==> src/rtl/cq_pkg.sv <==
package cq_pkg;
  localparam int ID_W   = 16;
  localparam int LEN_W  = 32;
  localparam int STS_W  = 16;
  localparam int META_W = 64;
  localparam int BEAT_W = ID_W + LEN_W + STS_W + META_W;
  localparam int REC_BYTES  = BEAT_W / 8;
  localparam int SLOT_SHIFT = $clog2(REC_BYTES);

  localparam logic [1:0] SEL_BASE   = 2'd0;
  localparam logic [1:0] SEL_SIZE   = 2'd1;
  localparam logic [1:0] SEL_MIRROR = 2'd2;
  localparam logic [1:0] SEL_CONS   = 2'd3;

  typedef enum logic [2:0] {
    ST_IDLE,
    ST_REC_REQ,
    ST_REC_WAIT,
    ST_IDX_REQ,
    ST_IDX_WAIT
  } cq_state_e;

  function automatic logic [BEAT_W-1:0] pack_record(
    input logic [ID_W-1:0]   id,
    input logic [LEN_W-1:0]  len,
    input logic [STS_W-1:0]  sts,
    input logic [META_W-1:0] meta
  );
    return {meta, sts, len, id};
  endfunction
endpackage

==> src/rtl/cq_cfg_regs.sv <==
module cq_cfg_regs
  import cq_pkg::*;
#(
  parameter int ADDR_W = 64,
  parameter int IDX_W  = 16
) (
  input  logic              clk,
  input  logic              rst_n,
  input  logic              cfg_we,
  input  logic [1:0]        cfg_sel,
  input  logic [ADDR_W-1:0] cfg_wdata,
  output logic [ADDR_W-1:0] ring_base,
  output logic [ADDR_W-1:0] mirror_addr,
  output logic [IDX_W-1:0]  ring_size,
  output logic [IDX_W-1:0]  cons_idx,
  output logic              ring_init
);
  always_ff @(posedge clk) begin
    if (!rst_n) begin
      ring_base   <= '0;
      mirror_addr <= '0;
      ring_size   <= '0;
      cons_idx    <= '0;
    end else if (cfg_we) begin
      unique case (cfg_sel)
        SEL_BASE:   ring_base   <= cfg_wdata;
        SEL_SIZE: begin
          ring_size <= cfg_wdata[IDX_W-1:0];
          cons_idx  <= '0;
        end
        SEL_MIRROR: mirror_addr <= cfg_wdata;
        default:    cons_idx    <= cfg_wdata[IDX_W-1:0];
      endcase
    end
  end

  assign ring_init = cfg_we && (cfg_sel == SEL_SIZE);
endmodule

==> src/rtl/cq_ring_ptr.sv <==
module cq_ring_ptr #(
  parameter int IDX_W = 16
) (
  input  logic             clk,
  input  logic             rst_n,
  input  logic             ring_init,
  input  logic             advance,
  input  logic [IDX_W-1:0] ring_size,
  input  logic [IDX_W-1:0] cons_idx,
  output logic [IDX_W-1:0] prod_idx,
  output logic [IDX_W-1:0] prod_next,
  output logic             ring_full
);
  localparam logic [IDX_W-1:0] ONE = IDX_W'(1);
  localparam logic [IDX_W-1:0] TWO = IDX_W'(2);

  logic at_last;
  logic too_small;

  assign at_last   = (prod_idx == ring_size - ONE);
  assign too_small = (ring_size < TWO);
  assign prod_next = (too_small || at_last) ? '0 : prod_idx + ONE;
  assign ring_full = too_small || (prod_next == cons_idx);

  always_ff @(posedge clk) begin
    if (!rst_n || ring_init) begin
      prod_idx <= '0;
    end else if (advance) begin
      prod_idx <= prod_next;
    end
  end
endmodule

==> src/rtl/cq_seq.sv <==
module cq_seq
  import cq_pkg::*;
#(
  parameter int ADDR_W = 64,
  parameter int IDX_W  = 16
) (
  input  logic              clk,
  input  logic              rst_n,
  input  logic              res_valid,
  output logic              res_ready,
  input  logic [ID_W-1:0]   res_id,
  input  logic [LEN_W-1:0]  res_len,
  input  logic [STS_W-1:0]  res_sts,
  input  logic [META_W-1:0] res_meta,
  input  logic              ring_full,
  input  logic [ADDR_W-1:0] ring_base,
  input  logic [ADDR_W-1:0] mirror_addr,
  input  logic [IDX_W-1:0]  prod_idx,
  input  logic [IDX_W-1:0]  prod_next,
  output logic              advance,
  output logic              mw_valid,
  input  logic              mw_ready,
  output logic [ADDR_W-1:0] mw_addr,
  output logic [BEAT_W-1:0] mw_data,
  input  logic              mw_done,
  output logic              irq_pulse
);
  cq_state_e state;
  logic [ADDR_W-1:0] slot_addr;
  logic              take;

  assign slot_addr = ring_base + (ADDR_W'(prod_idx) << SLOT_SHIFT);
  assign res_ready = (state == ST_IDLE) && !ring_full;
  assign take      = res_valid && res_ready;
  assign mw_valid  = (state == ST_REC_REQ) || (state == ST_IDX_REQ);
  assign advance   = (state == ST_REC_WAIT) && mw_done;

  always_ff @(posedge clk) begin
    if (!rst_n) begin
      state     <= ST_IDLE;
      mw_addr   <= '0;
      mw_data   <= '0;
      irq_pulse <= 1'b0;
    end else begin
      irq_pulse <= 1'b0;
      unique case (state)
        ST_IDLE: if (take) begin
          mw_addr <= slot_addr;
          mw_data <= pack_record(res_id, res_len, res_sts, res_meta);
          state   <= ST_REC_REQ;
        end
        ST_REC_REQ:  if (mw_ready) state <= ST_REC_WAIT;
        ST_REC_WAIT: if (mw_done) begin
          mw_addr <= mirror_addr;
          mw_data <= {{(BEAT_W-IDX_W){1'b0}}, prod_next};
          state   <= ST_IDX_REQ;
        end
        ST_IDX_REQ:  if (mw_ready) state <= ST_IDX_WAIT;
        ST_IDX_WAIT: if (mw_done) begin
          irq_pulse <= 1'b1;
          state     <= ST_IDLE;
        end
        default: state <= ST_IDLE;
      endcase
    end
  end
endmodule

==> src/rtl/cq_producer.sv <==
module cq_producer
  import cq_pkg::*;
#(
  parameter int ADDR_W = 64,
  parameter int IDX_W  = 16
) (
  input  logic              clk,
  input  logic              rst_n,
  input  logic              cfg_we,
  input  logic [1:0]        cfg_sel,
  input  logic [ADDR_W-1:0] cfg_wdata,
  input  logic              res_valid,
  output logic              res_ready,
  input  logic [15:0]       res_id,
  input  logic [31:0]       res_len,
  input  logic [15:0]       res_sts,
  input  logic [63:0]       res_meta,
  output logic              mw_valid,
  input  logic              mw_ready,
  output logic [ADDR_W-1:0] mw_addr,
  output logic [127:0]      mw_data,
  input  logic              mw_done,
  output logic              irq_pulse
);
  logic [ADDR_W-1:0] ring_base;
  logic [ADDR_W-1:0] mirror_addr;
  logic [IDX_W-1:0]  ring_size;
  logic [IDX_W-1:0]  cons_idx;
  logic [IDX_W-1:0]  prod_idx;
  logic [IDX_W-1:0]  prod_next;
  logic              ring_init;
  logic              ring_full;
  logic              advance;

  cq_cfg_regs #(.ADDR_W(ADDR_W), .IDX_W(IDX_W)) u_cfg (
    .clk(clk), .rst_n(rst_n), .cfg_we(cfg_we), .cfg_sel(cfg_sel),
    .cfg_wdata(cfg_wdata), .ring_base(ring_base), .mirror_addr(mirror_addr),
    .ring_size(ring_size), .cons_idx(cons_idx), .ring_init(ring_init)
  );

  cq_ring_ptr #(.IDX_W(IDX_W)) u_ptr (
    .clk(clk), .rst_n(rst_n), .ring_init(ring_init), .advance(advance),
    .ring_size(ring_size), .cons_idx(cons_idx), .prod_idx(prod_idx),
    .prod_next(prod_next), .ring_full(ring_full)
  );

  cq_seq #(.ADDR_W(ADDR_W), .IDX_W(IDX_W)) u_seq (
    .clk(clk), .rst_n(rst_n), .res_valid(res_valid), .res_ready(res_ready),
    .res_id(res_id), .res_len(res_len), .res_sts(res_sts), .res_meta(res_meta),
    .ring_full(ring_full), .ring_base(ring_base), .mirror_addr(mirror_addr),
    .prod_idx(prod_idx), .prod_next(prod_next), .advance(advance),
    .mw_valid(mw_valid), .mw_ready(mw_ready), .mw_addr(mw_addr),
    .mw_data(mw_data), .mw_done(mw_done), .irq_pulse(irq_pulse)
  );
endmodule

==> config.mk <==
export PLATFORM = sky130hd
export DESIGN_NAME = cq_producer
export DESIGN_NICKNAME = d
export VERILOG_FILES = /design/src/rtl/cq_pkg.sv /design/src/rtl/cq_cfg_regs.sv /design/src/rtl/cq_ring_ptr.sv /design/src/rtl/cq_seq.sv /design/src/rtl/cq_producer.sv
export SDC_FILE = /design/constraint.sdc
export NUM_CORES = 1
export LEC_CHECK = 0
export ABC_AREA = 1
export BUFFER_PORTS_ARGS = -buffer_cell sky130_fd_sc_hd__buf_2
export CAP_MARGIN = 40
export CORE_MARGIN = 2
export CORE_UTILIZATION = 28
export CTS_CLUSTER_DIAMETER = 80
export DETAILED_ROUTE_END_ITERATION = 12
export PLACE_DENSITY_LB_ADDON = 0.3
export SLEW_MARGIN = 20
export SYNTH_ARGS = -nofsm -noshare
export SYNTH_HDL_FRONTEND = slang
export SYNTH_SLANG_ARGS = --single-unit
export TNS_END_PERCENT = 10
==> constraint.sdc <==
create_clock -name clk -period 3.6 [get_ports clk]
set_clock_uncertainty 0.15 [all_clocks]
set_input_delay 0.36 -clock clk [delete_from_list [all_inputs] [get_ports clk]]
set_output_delay 0.36 -clock clk [all_outputs]
set_load 0.005 [all_outputs]
-- Yosys cells after proc, flatten, opt, wreduce, memory -nomap -nowiden
Cells that the tools add are included.
- reduce and logical (&&, ||, !) cells: 21
- magnitude comparators: 1
- $add $sub $neg: 3
- equal/unequal tests: 13
- mux-type cells: 15
- bitwise logic cells: 1
- operator list (kind ; count):
    2-to-1 mux 128 bit ; 2
    one-hot mux 128 bit (2 select lines) ; 1
    2-to-1 mux 64 bit ; 2
    one-hot mux 64 bit (2 select lines) ; 1
    adder 64 x 20 -> 64 bit ; 1
    == test 16 bit ; 2
    one-hot mux 16 bit (2 select lines) ; 1
    adder 16 x 1 -> 16 bit, second input constant ; 1
    less-than comparator 16 x 2 -> 1 bit, second input constant ; 1
    2-to-1 mux 16 bit ; 1
    subtractor 16 x 1 -> 16 bit, second input constant ; 1
    2-to-1 mux 3 bit ; 5
    one-hot mux 3 bit (5 select lines) ; 1
    AND reduction 2 bit ; 5
    != test 2 bit, second input constant ; 4
    == test 3 x 2 -> 1 bit, second input constant ; 2
    AND reduction 5 bit ; 1
    logical AND 1 bit ; 4
    logical OR 1 bit ; 4
    == test 3 x 1 -> 1 bit, second input constant ; 1
    == test 3 bit, second input constant ; 1
    zero test 3 bit ; 1
    AND reduction 3 bit ; 1
    == test 2 x 1 -> 1 bit, second input constant ; 1
    other kinds (8) ; 9
- output and inout bits: 195
- input port bits: 200
- register bits after elaboration: 372
- word-level logic and storage cells: 63

-- Logic depth before layout (Yosys ltp)
Gate-level depths: netlist of run 1.
- depth after elaboration: 11
- mapped depth: 27
- depth with buffers taken out: 24

-- By module
From an unflattened synthesis of run 1, not the netlist that was laid out.
- cell total of the unflattened synthesis: 3042
- area total of the unflattened synthesis: 19492.4 sq um
- by module, submodules not included (module ; area an instance (sq um) ; cells each ; instances ; sequential area each (sq um)):
    cq_seq ; 10533.9 ; 1648 ; 1 ; 3923.8
    cq_cfg_regs ; 6752.7 ; 1005 ; 1 ; 3203.1
    cq_ring_ptr ; 2205.9 ; 389 ; 1 ; 320.3

-- Worst setup path after synthesis of run 1
Ideal clock, no wire load.
- path kind: flip-flop to flip-flop
- start point: register u_ptr.prod_idx[0]
- end point: register u_seq.mw_addr[52]
- setup slack: 0.433 ns
- buffers on the path: 0
- arrival time: 2.901 ns
- required time: 3.334 ns
- period minus slack after synthesis: 3.167 ns
- stages on the path, launching flop included: 20
- library setup time: 0.116 ns
- cells stage by stage: dfxtp_1 > ha_1 > inv_1 > fa_1 > nand3b_1 > nand2_1 > a21boi_0 > inv_1 > nand2_1 > nand2_1 > a21oi_1 > o21ai_2 > nand4_1 > nor2_1 > nand2_1 > xor2_1 > nand2_1 > o21ai_0 > nor2_1 > nor2_1
- cells in the longest elaborated chain, start to end: 10
- RTL lines (element ; RTL line ; source):
    start, declared ; cq_ring_ptr.sv:10 ; output logic [IDX_W-1:0] prod_idx,
    start signal, assigned ; cq_ring_ptr.sv:29 ; prod_idx <= prod_next;
    branches (longest 10 deep; another with adder 16 x 1 -> 16 bit) ; - ;
    end signal, assigned ; cq_seq.sv:48 ; mw_addr <= slot_addr;
    end signal, assigned ; cq_seq.sv:54 ; mw_addr <= mirror_addr;
    end, declared ; cq_seq.sv:23 ; output logic [ADDR_W-1:0] mw_addr,
Parallel ways; which one is timed is not known. The select of a mux whose other input is x is not followed.
A chain may end at the register's enable or synchronous reset.

-- Final worst setup path of run 1
- start point: register u_cfg.ring_size[2]
- end point: output res_ready
- cells in the longest elaborated chain, start to end: 8
- RTL lines (element ; RTL line ; source):
    start, declared ; cq_cfg_regs.sv:14 ; output logic [IDX_W-1:0] ring_size,
    start signal, assigned ; cq_cfg_regs.sv:28 ; ring_size <= cfg_wdata[IDX_W-1:0];
    subtractor 16 x 1 -> 16 bit ; cq_ring_ptr.sv:20 ; assign at_last = (prod_idx == ring_size - ONE);
    == test 16 bit ; cq_ring_ptr.sv:20 ;
    logical OR 1 bit ; cq_ring_ptr.sv:22 ; assign prod_next = (too_small || at_last) ? '0 : prod_idx + ONE;
    2-to-1 mux 16 bit ; cq_ring_ptr.sv:22 ;
    == test 16 bit ; cq_ring_ptr.sv:23 ; assign ring_full = too_small || (prod_next == cons_idx);
    logical OR 1 bit * ; cq_ring_ptr.sv:23 ;
    zero test 1 bit * ; cq_seq.sv:33 ; assign res_ready = (state == ST_IDLE) && !ring_full;
    logical AND 1 bit * ; cq_seq.sv:33 ;
    end, declared ; cq_producer.sv:13 ; output logic res_ready,
Every way passes the cells marked *; elsewhere a longest branch is shown, timed or not.

==> flow_summary.json, run 1 <==
{
  "yosysUniqueCellTypes": 43,
  "clkSinkCount": 372,
  "final_area_um2": 24000,
  "die-area_um2": 63600,
  "yosys.area.top_type": "dfxtp_1",
  "hold_class": "in2reg",
  "timing.slew.headroom_pct": 48.1,
  "seq_area_frac_synth_pct": 43.2,
  "synth-edff-count": 0,
  "rsz0062_at_grt": "yes",
  "ys_top_cells_by_area": "dfxtp_1 (43%), nand2_1 (10%), o21ai_0 (9.7%), nor2_1 (8.0%), a21oi_1 (7.5%)",
  "worstPathArrival_ns": 2.92,
  "area_growth_pct": 39.1,
  "cpLargestDelayFamily": "simple AND/OR/NAND/NOR gates",
  "worst_path_max_delay_cell": "dfxtp_1",
  "crit_path_end_kind": "output port",
  "hold_violations": 0,
  "placedInstanceArea_um2": 20300,
  "path_cells": "nor2_4 > nand2_2 > nor2_4 > nand2_1 > nand2_1 > nand2_1 > nor2_1 > nand2_1 > nor2_4 > buf_12 > nand2_8 > nand3_1 > nand2_1 > nand2_1 > nor2_1 > nand2_1 > nor2_2 > a21boi_1 > buf_2",
  "drv_cap": 0,
  "portBuffers": 394,
  "max_freq_mhz": 291,
  "grt_use_total_pct": 19.2,
  "avgSynthCellArea_um2": 7.00,
  "yosysWarnings": 0,
  "cts_root_buf": "clkbuf_16",
  "row_count": 90,
  "htreeDepth": 2,
  "finalNetCount": 3266,
  "stdcell_count": 3870,
  "path_class": "reg2out",
  "start_util_pct": 28.5,
  "crit_path_frequent_cell": "nand2_1",
  "min_period_over_period_pct": 95.3,
  "grt_start_max_net_pins": 124,
  "fp.dieH_um": 252,
  "antenna_found_initial": 4,
  "netlist_area_um2": 17200,
  "required_ns": 3.09,
  "dpl.hpwl_mm": 43.9,
  "drc_errors": 0,
  "grt_pass1_vias": 17200,
  "p_leak_nw": 10.6,
  "setup_viol": 0,
  "worstSetupStartpointType": "flip-flop",
  "period_needed_ns": 3.43,
  "routabilityCongestion": 0.871,
  "yosys_register_bits": 372,
  "dr.first_iter.drc_count": 1308,
  "first_pass_iters": 7,
  "place_inst": 3583,
  "async_flop_share_pct": 0,
  "synth_nets": 2681,
  "syn_inst": 2462,
  "path_clk_slew_ns": 0.05,
  "cts_buffers": 47,
  "drt-total-wl_mm": 63.0,
  "powerDensity_nw_per_um2": 550,
  "ioPinCount": 395,
  "via_count": 18200,
  "grt_pass1_wl_mm": 96.9,
  "cts_max_path_buffers": 3,
  "via_per_inst": 4.70,
  "crit_buf_inv": 2,
  "cp_max_fo": 9,
  "drive_above_1_share_pct": 21.4,
  "slew_viol_final": 0,
  "clk_latency_ns": 0.59,
  "core-area_um2": 60600,
  "fin_setup_tns_ns": 0,
  "yosys_most_used_dff": "dfxtp_1",
  "status": "completed",
  "r2r_setup_slack_ns": 0.30,
  "vdd.ir_drop.worst_uv": 367,
  "die_x_um": 252,
  "synth_top_cell_area_share_pct": 43.2,
  "max_stage_delay_ns": 0.38,
  "overflow": 0,
  "cts_tree": "built",
  "worst_pin_slew_ns": 0.772,
  "antenna_left": 0,
  "wire_per_inst_um": 16.3
}
-- registers in the layout (all words and copies together) (netlist names) --
register / flops
u_seq.mw_data: 128
u_cfg.cons_idx: 16
u_cfg.ring_size: 16
u_seq.state: 3
u_ptr.prod_idx: 16
u_cfg.mirror_addr: 64
u_cfg.ring_base: 64
u_seq.irq_pulse: 1
u_seq.mw_addr: 64
-- worst min-delay path, cell delays in order --
cell     delay [ns]
buf_2          0.08
nand2_1        0.04
o21ai_0        0.10
nor2_1         0.06
nor2_1         0.10
-- layout by cell type, fill, tap and decap left out, types with 4 or more instances in the layout --
| master | count |
|---|---|
| clkbuf_16 | 48 |
| nand4_1 | 44 |
| nand2_2 | 22 |
| o21a_1 | 5 |
| inv_2 | 4 |
| nor3_1 | 32 |
| a21oi_2 | 21 |
| xnor2_1 | 16 |
| dfxtp_2 | 7 |
| nor2_4 | 6 |
| dfxtp_1 | 365 |
| ha_1 | 17 |
| clkbuf_1 | 8 |
| clkbuf_8 | 8 |
| buf_2 | 393 |
| nand3_1 | 59 |
| nand2_1 | 478 |
| o22ai_1 | 6 |
| xor2_1 | 35 |
| o21ai_0 | 333 |
| a21oi_1 | 259 |
| nor4_1 | 10 |
| dlygate4sd3_1 | 190 |
| nor2_2 | 14 |
| buf_4 | 79 |
| a31oi_1 | 6 |
| inv_1 | 196 |
| nor2_1 | 351 |
| nand3b_1 | 4 |
| clkinv_2 | 13 |
| buf_12 | 14 |
| clkinv_4 | 4 |
| inv_8 | 4 |
-- synth_stat cells, types with 5 or more instances --
cell and number:
ha_1 18, buf_2 11, a21oi_2 20, a21oi_1 260
nand2_1 479, xor2_1 35, nand2_2 21, o22ai_1 6
o21a_1 5, nor2_1 367, nand4_1 44, nor4_1 10
o21ai_0 334, inv_1 199, xnor2_1 16, a31oi_1 6
dfxtp_1 372, buf_6 22, nor3_1 34, clkbuf_1 103
nand3_1 61
-- final timing paths --
kind | from | endpoint | depth (start not counted)
worst max-delay path | u_cfg.ring_size[2] | res_ready | 19
worst min-delay path | res_id[1] | u_seq.mw_data[1] | 5
worst max register to register | u_cfg.ring_size[2] | u_seq.mw_data[117] | 23
worst min register to register | u_cfg.mirror_addr[26] | u_cfg.mirror_addr[26] | 2
-- kinds of logic after synthesis --
group                      Yosys count  share of synthesized area [%]
DFF                                372                           43.2
and+or+nand+nor                   1031                           24.6
adders and majority gates           19                           1.42
buffers and inverters              348                           8.80
AOI/OAI and AO/OA                  641                           19.4
xor gates and xnor gates            51                           2.59
-- metal layers --
metal  vias to the layer above  global-route usage, %  wire (µm)
li1                       9226                      -          -
met1                      8298                   25.6      28400
met2                       527                   30.4      28400
met3                       129                   3.88       3790
met4                         2                   7.51       2380
met5                         -                      0         13
-- cell type report --
| type | count | area (µm²) |
|---|---|---|
| clock buffers | 64 | 1340 |
| multi-input cells | 1744 | 8410 |
| clock inverters | 23 | 241 |
| flip-flops and latches | 372 | 7460 |
| repair buffers | 677 | 4750 |
| well taps | 782 | 978 |
| fillers | 6332 | 36600 |
| inverters | 205 | 783 |
| diodes | 3 | 7.51 |
-- through the flow --
step / util [%] / setup WS, ns / power [mW] / hold slack [ns]
3_5_place_dp: 33.5 / 0.0364 / 8.29 / 0.288
3_3_place_gp: 33.5 / 0.0803 / 8.29 / 0.284
6_report: 39.6 / 0.168 / 13.2 / 0.0448
2_1_floorplan: - / 0.433 / 7.00 / 0.274
5_1_grt: 39.6 / -0.0479 / 14.0 / 0.0354
4_1_cts: 39.3 / 0.0120 / 13.3 / 0.00333
-- where the power goes --
group | switching [mW] | total [mW] | leakage, nW | internal (mW)
registers | 0.335 | 5.06 | 3.05 | 4.72
clock network | 1.94 | 4.79 | 0.786 | 2.85
logic | 2.03 | 3.35 | 6.73 | 1.32
-- repair_timing --
| action | CTS | global route |
|---|---|---|
| pin swaps | 2 | 6 |
| endpoints found under the setup margin | 4 | 191 |
| endpoints found under the hold margin | 272 | 0 |
| gates resized for setup | 9 | 31 |
| setup buffers | 1 | 4 |
| cloned | 2 | 0 |
| hold buffers | 190 | 0 |
No activity file was read; power rests on OpenSTA's default activity.
==> inputs of run 2 (changes only) <==
Settings changed: ABC_AREA 1 to not set.
==> run 2 against run 1 <==
  * The run now ends with setup timing left
  * Sequential power fell by 9.7%
  * Critical path depth fell by 7
  * Clock power fell by 6.7%
  * Largest cell class unchanged
==> flow_summary.json, run 2 <==
{
  "hold_class": "in2reg",
  "worst_path_max_delay_cell": "or4_4",
  "crit_path_frequent_cell": "buf_4",
  "yosys.area.top_type": "dfxtp_1",
  "grt_pass1_wl_mm": 96.0,
  "cts_tree": "built",
  "yosysUniqueCellTypes": 67,
  "grt_use_met3_pct": 4.28,
  "comb_power_share_pct": 19.1,
  "start_util_pct": 28.4,
  "cts_buffers": 43,
  "timing.slew.headroom_pct": 46.1,
  "drive_above_1_share_pct": 25.3,
  "grt_pass1_vias": 16700,
  "drt-total-wl_mm": 64.1,
  "async_flop_share_pct": 0,
  "path_clk_slew_ns": 0.06,
  "failed_checks": "setup timing",
  "clkSinkCount": 372,
  "hold_violations": 0,
  "power.switching_fraction_pct": 27.8,
  "largest_reg_flops": 128,
  "seq_area_frac_synth_pct": 45.2,
  "p_int_mw": 8.07,
  "stdcell_count": 3404,
  "first_pass_iters": 6,
  "status": "finished, violations left",
  "via_per_inst": 4.92,
  "synth_nets": 2186,
  "drc_errors": 0,
  "cpLargestDelayFamily": "simple AND/OR/NAND/NOR gates",
  "antenna_found_initial": 7,
  "portBuffers": 394,
  "crit_buf_inv": 3,
  "nFillCells": 5780,
  "drv_cap": 0,
  "dr.first_iter.drc_count": 902,
  "routabilityCongestion": 0.888,
  "vdd.ir_drop.worst_uv": 375,
  "worst_pin_slew_ns": 0.808,
  "p_leak_nw": 10.4,
  "period_needed_ns": 4.19,
  "netlist_top_cells_count": "nand2_1 (526), dfxtp_1 (372), a21oi_1 (201)",
  "path_class": "reg2out",
  "finalNetCount": 2821,
  "required_ns": 3.09,
  "area_growth_pct": 44.5,
  "layout_commonest_cell": "nand2_1",
  "busiest_layer": "met2",
  "fin_setup_tns_ns": -83.30,
  "slew_viol_final": 0,
  "layout_setup_ws_ns": -0.586,
  "min_period_over_period_pct": 116,
  "p_seq_share_pct": 40.9,
  "largest-register": "u_seq.mw_data",
  "postLayoutCoreUtil_pct": 41.1,
  "grt_start_max_net_pins": 81,
  "clk_latency_ns": 0.56,
  "cp_max_fo": 4,
  "synth-edff-count": 0,
  "grt_use_met1_pct": 24.8,
  "yosysMostFrequentCell": "nand2_1",
  "htreeDepth": 2,
  "max_freq_mhz": 239,
  "overflow": 0,
  "cts_max_path_buffers": 3,
  "max_stage_delay_ns": 0.58,
  "avgSynthCellArea_um2": 8.38,
  "met2_usage_pct": 35.2,
  "row_count": 88,
  "yosys_register_bits": 372,
  "yosysWarnings": 0,
  "ys_top_cells_by_area": "dfxtp_1 (45%), nand2_1 (12%), a21oi_1 (6.1%), a22o_1 (6.0%), mux2i_1 (4.3%)",
  "worstPathArrival_ns": 3.68,
  "switching_power_mw": 3.10,
  "syn_inst": 1967,
  "hold_slack_ns": 0.0359,
  "core-area_um2": 57900,
  "fp.dieH_um": 247,
  "antenna_left": 0,
  "place_inst": 3126,
  "setup_viol": 194,
  "yosys_most_used_dff": "dfxtp_1",
  "crit_path_end_kind": "output port",
  "grt_use_total_pct": 20.3,
  "worstSetupStartpointType": "flip-flop",
  "netlist_area_um2": 16500,
  "powerDensity_nw_per_um2": 469,
  "cts_root_buf": "clkbuf_16",
  "die-area_um2": 60800,
  "dpl.hpwl_mm": 45.9,
  "clkPwrFrac_pct": 40.0,
  "mostFrequentLayoutCells": "nand2_1 (525), buf_2 (392), dfxtp_1 (365), a21oi_1 (200), dlygate4sd3_1 (182)",
  "ioPinCount": 395,
  "synth_top_cell_area_share_pct": 45.2,
  "via_count": 16700,
  "path_cells": "buf_4 > nor3_2 > xnor2_1 > nor4_1 > nand4_1 > or4_4 > a211o_1 > a222oi_1 > buf_4 > nand3_4 > and2_4 > buf_6",
  "die_x_um": 247,
  "rsz0062_at_grt": "yes",
  "wire_per_inst_um": 18.8
}
run 2: area by class of cell:
type | count | area [µm²] | share of cell area [%]
Sequential cell | 372 | 7460 | 31.3
Clock buffer | 58 | 1240 | 5.22
Multi-Input combinational cell | 1423 | 8450 | 35.5
Antenna cell | 6 | 15.0 | 0.0631
Timing Repair Buffer | 735 | 5400 | 22.7
Inverter | 27 | 106 | 0.447
Tap cell | 765 | 957 | 4.02
Clock inverter | 18 | 190 | 0.799
run 2: cells by family after synthesis:
kind of cell	Yosys count	share of synthesized area [%]
buffers and inverters	172	4.47
XOR/XNOR	91	4.84
adder cells (fa/ha/maj)	19	1.49
multiplexers	71	4.31
AO/OA/AOI/OAI	487	19.7
AND/OR/NAND/NOR	755	20.0
flip-flops	372	45.2
run 2: layer usage:
layer  routed length, µm  part of all wire [%]
met1               27200                    42
met2               30600                    48
met3                4310                   6.7
met4                1910                   3.0
met5                  24                 0.037
run 2: metrics by stage:
stage | total power, mW | area [µm²] | worst slack [ns]
floorplan | 5.59 | 16600 | -0.112
global placement | 6.40 | 20100 | -0.365
detailed placement | 6.43 | 20100 | -0.458
CTS | 11.2 | 23700 | -0.584
global route | 11.6 | 23800 | -0.793
finish | 11.2 | 23800 | -0.586
run 2: power by group through the flow:
stage	Clock [mW]	Sequential (mW)	Combinational [mW]
floorplan	0	4.63	0.955
global placement	0	4.64	1.75
detailed placement	0	4.65	1.78
CTS	4.57	4.56	2.09
global route	4.74	4.59	2.30
finish	4.47	4.57	2.13
run 2: what timing repair did:
action,CTS,global route
setup buffers,5,3
hold buffers,182,0
setup endpoints to repair,194,194
cloned,5,1
pin swaps,34,3
endpoints found under the hold margin,273,0
resized for setup,28,8
run 2: worst paths after layout:
path,startpoint,endpoint,slack [ns],cells past startpoint
worst max-delay path,u_cfg.ring_size[2],res_ready,-0.59,12
worst min-delay path,res_id[9],u_seq.mw_data[9],0.04,5
worst max register to register,u_cfg.ring_size[2],u_seq.mw_data[18],-0.52,17
worst min register to register,u_cfg.mirror_addr[53],u_cfg.mirror_addr[53],0.30,2
run 2: worst register-to-register path, stage by stage (launching register included):
cell and delay [ns]:
dfxtp_1 0.49, buf_4 0.21, nor3_2 0.05, xnor2_1 0.11
nor4_1 0.33, nand4_1 0.16, or4_4 0.58, a211o_1 0.27
a222oi_1 0.34, buf_4 0.20, nand3_4 0.06, buf_4 0.15
buf_6 0.13, a211oi_4 0.23, buf_12 0.21, buf_6 0.14
buf_16 0.11, a22o_1 0.12
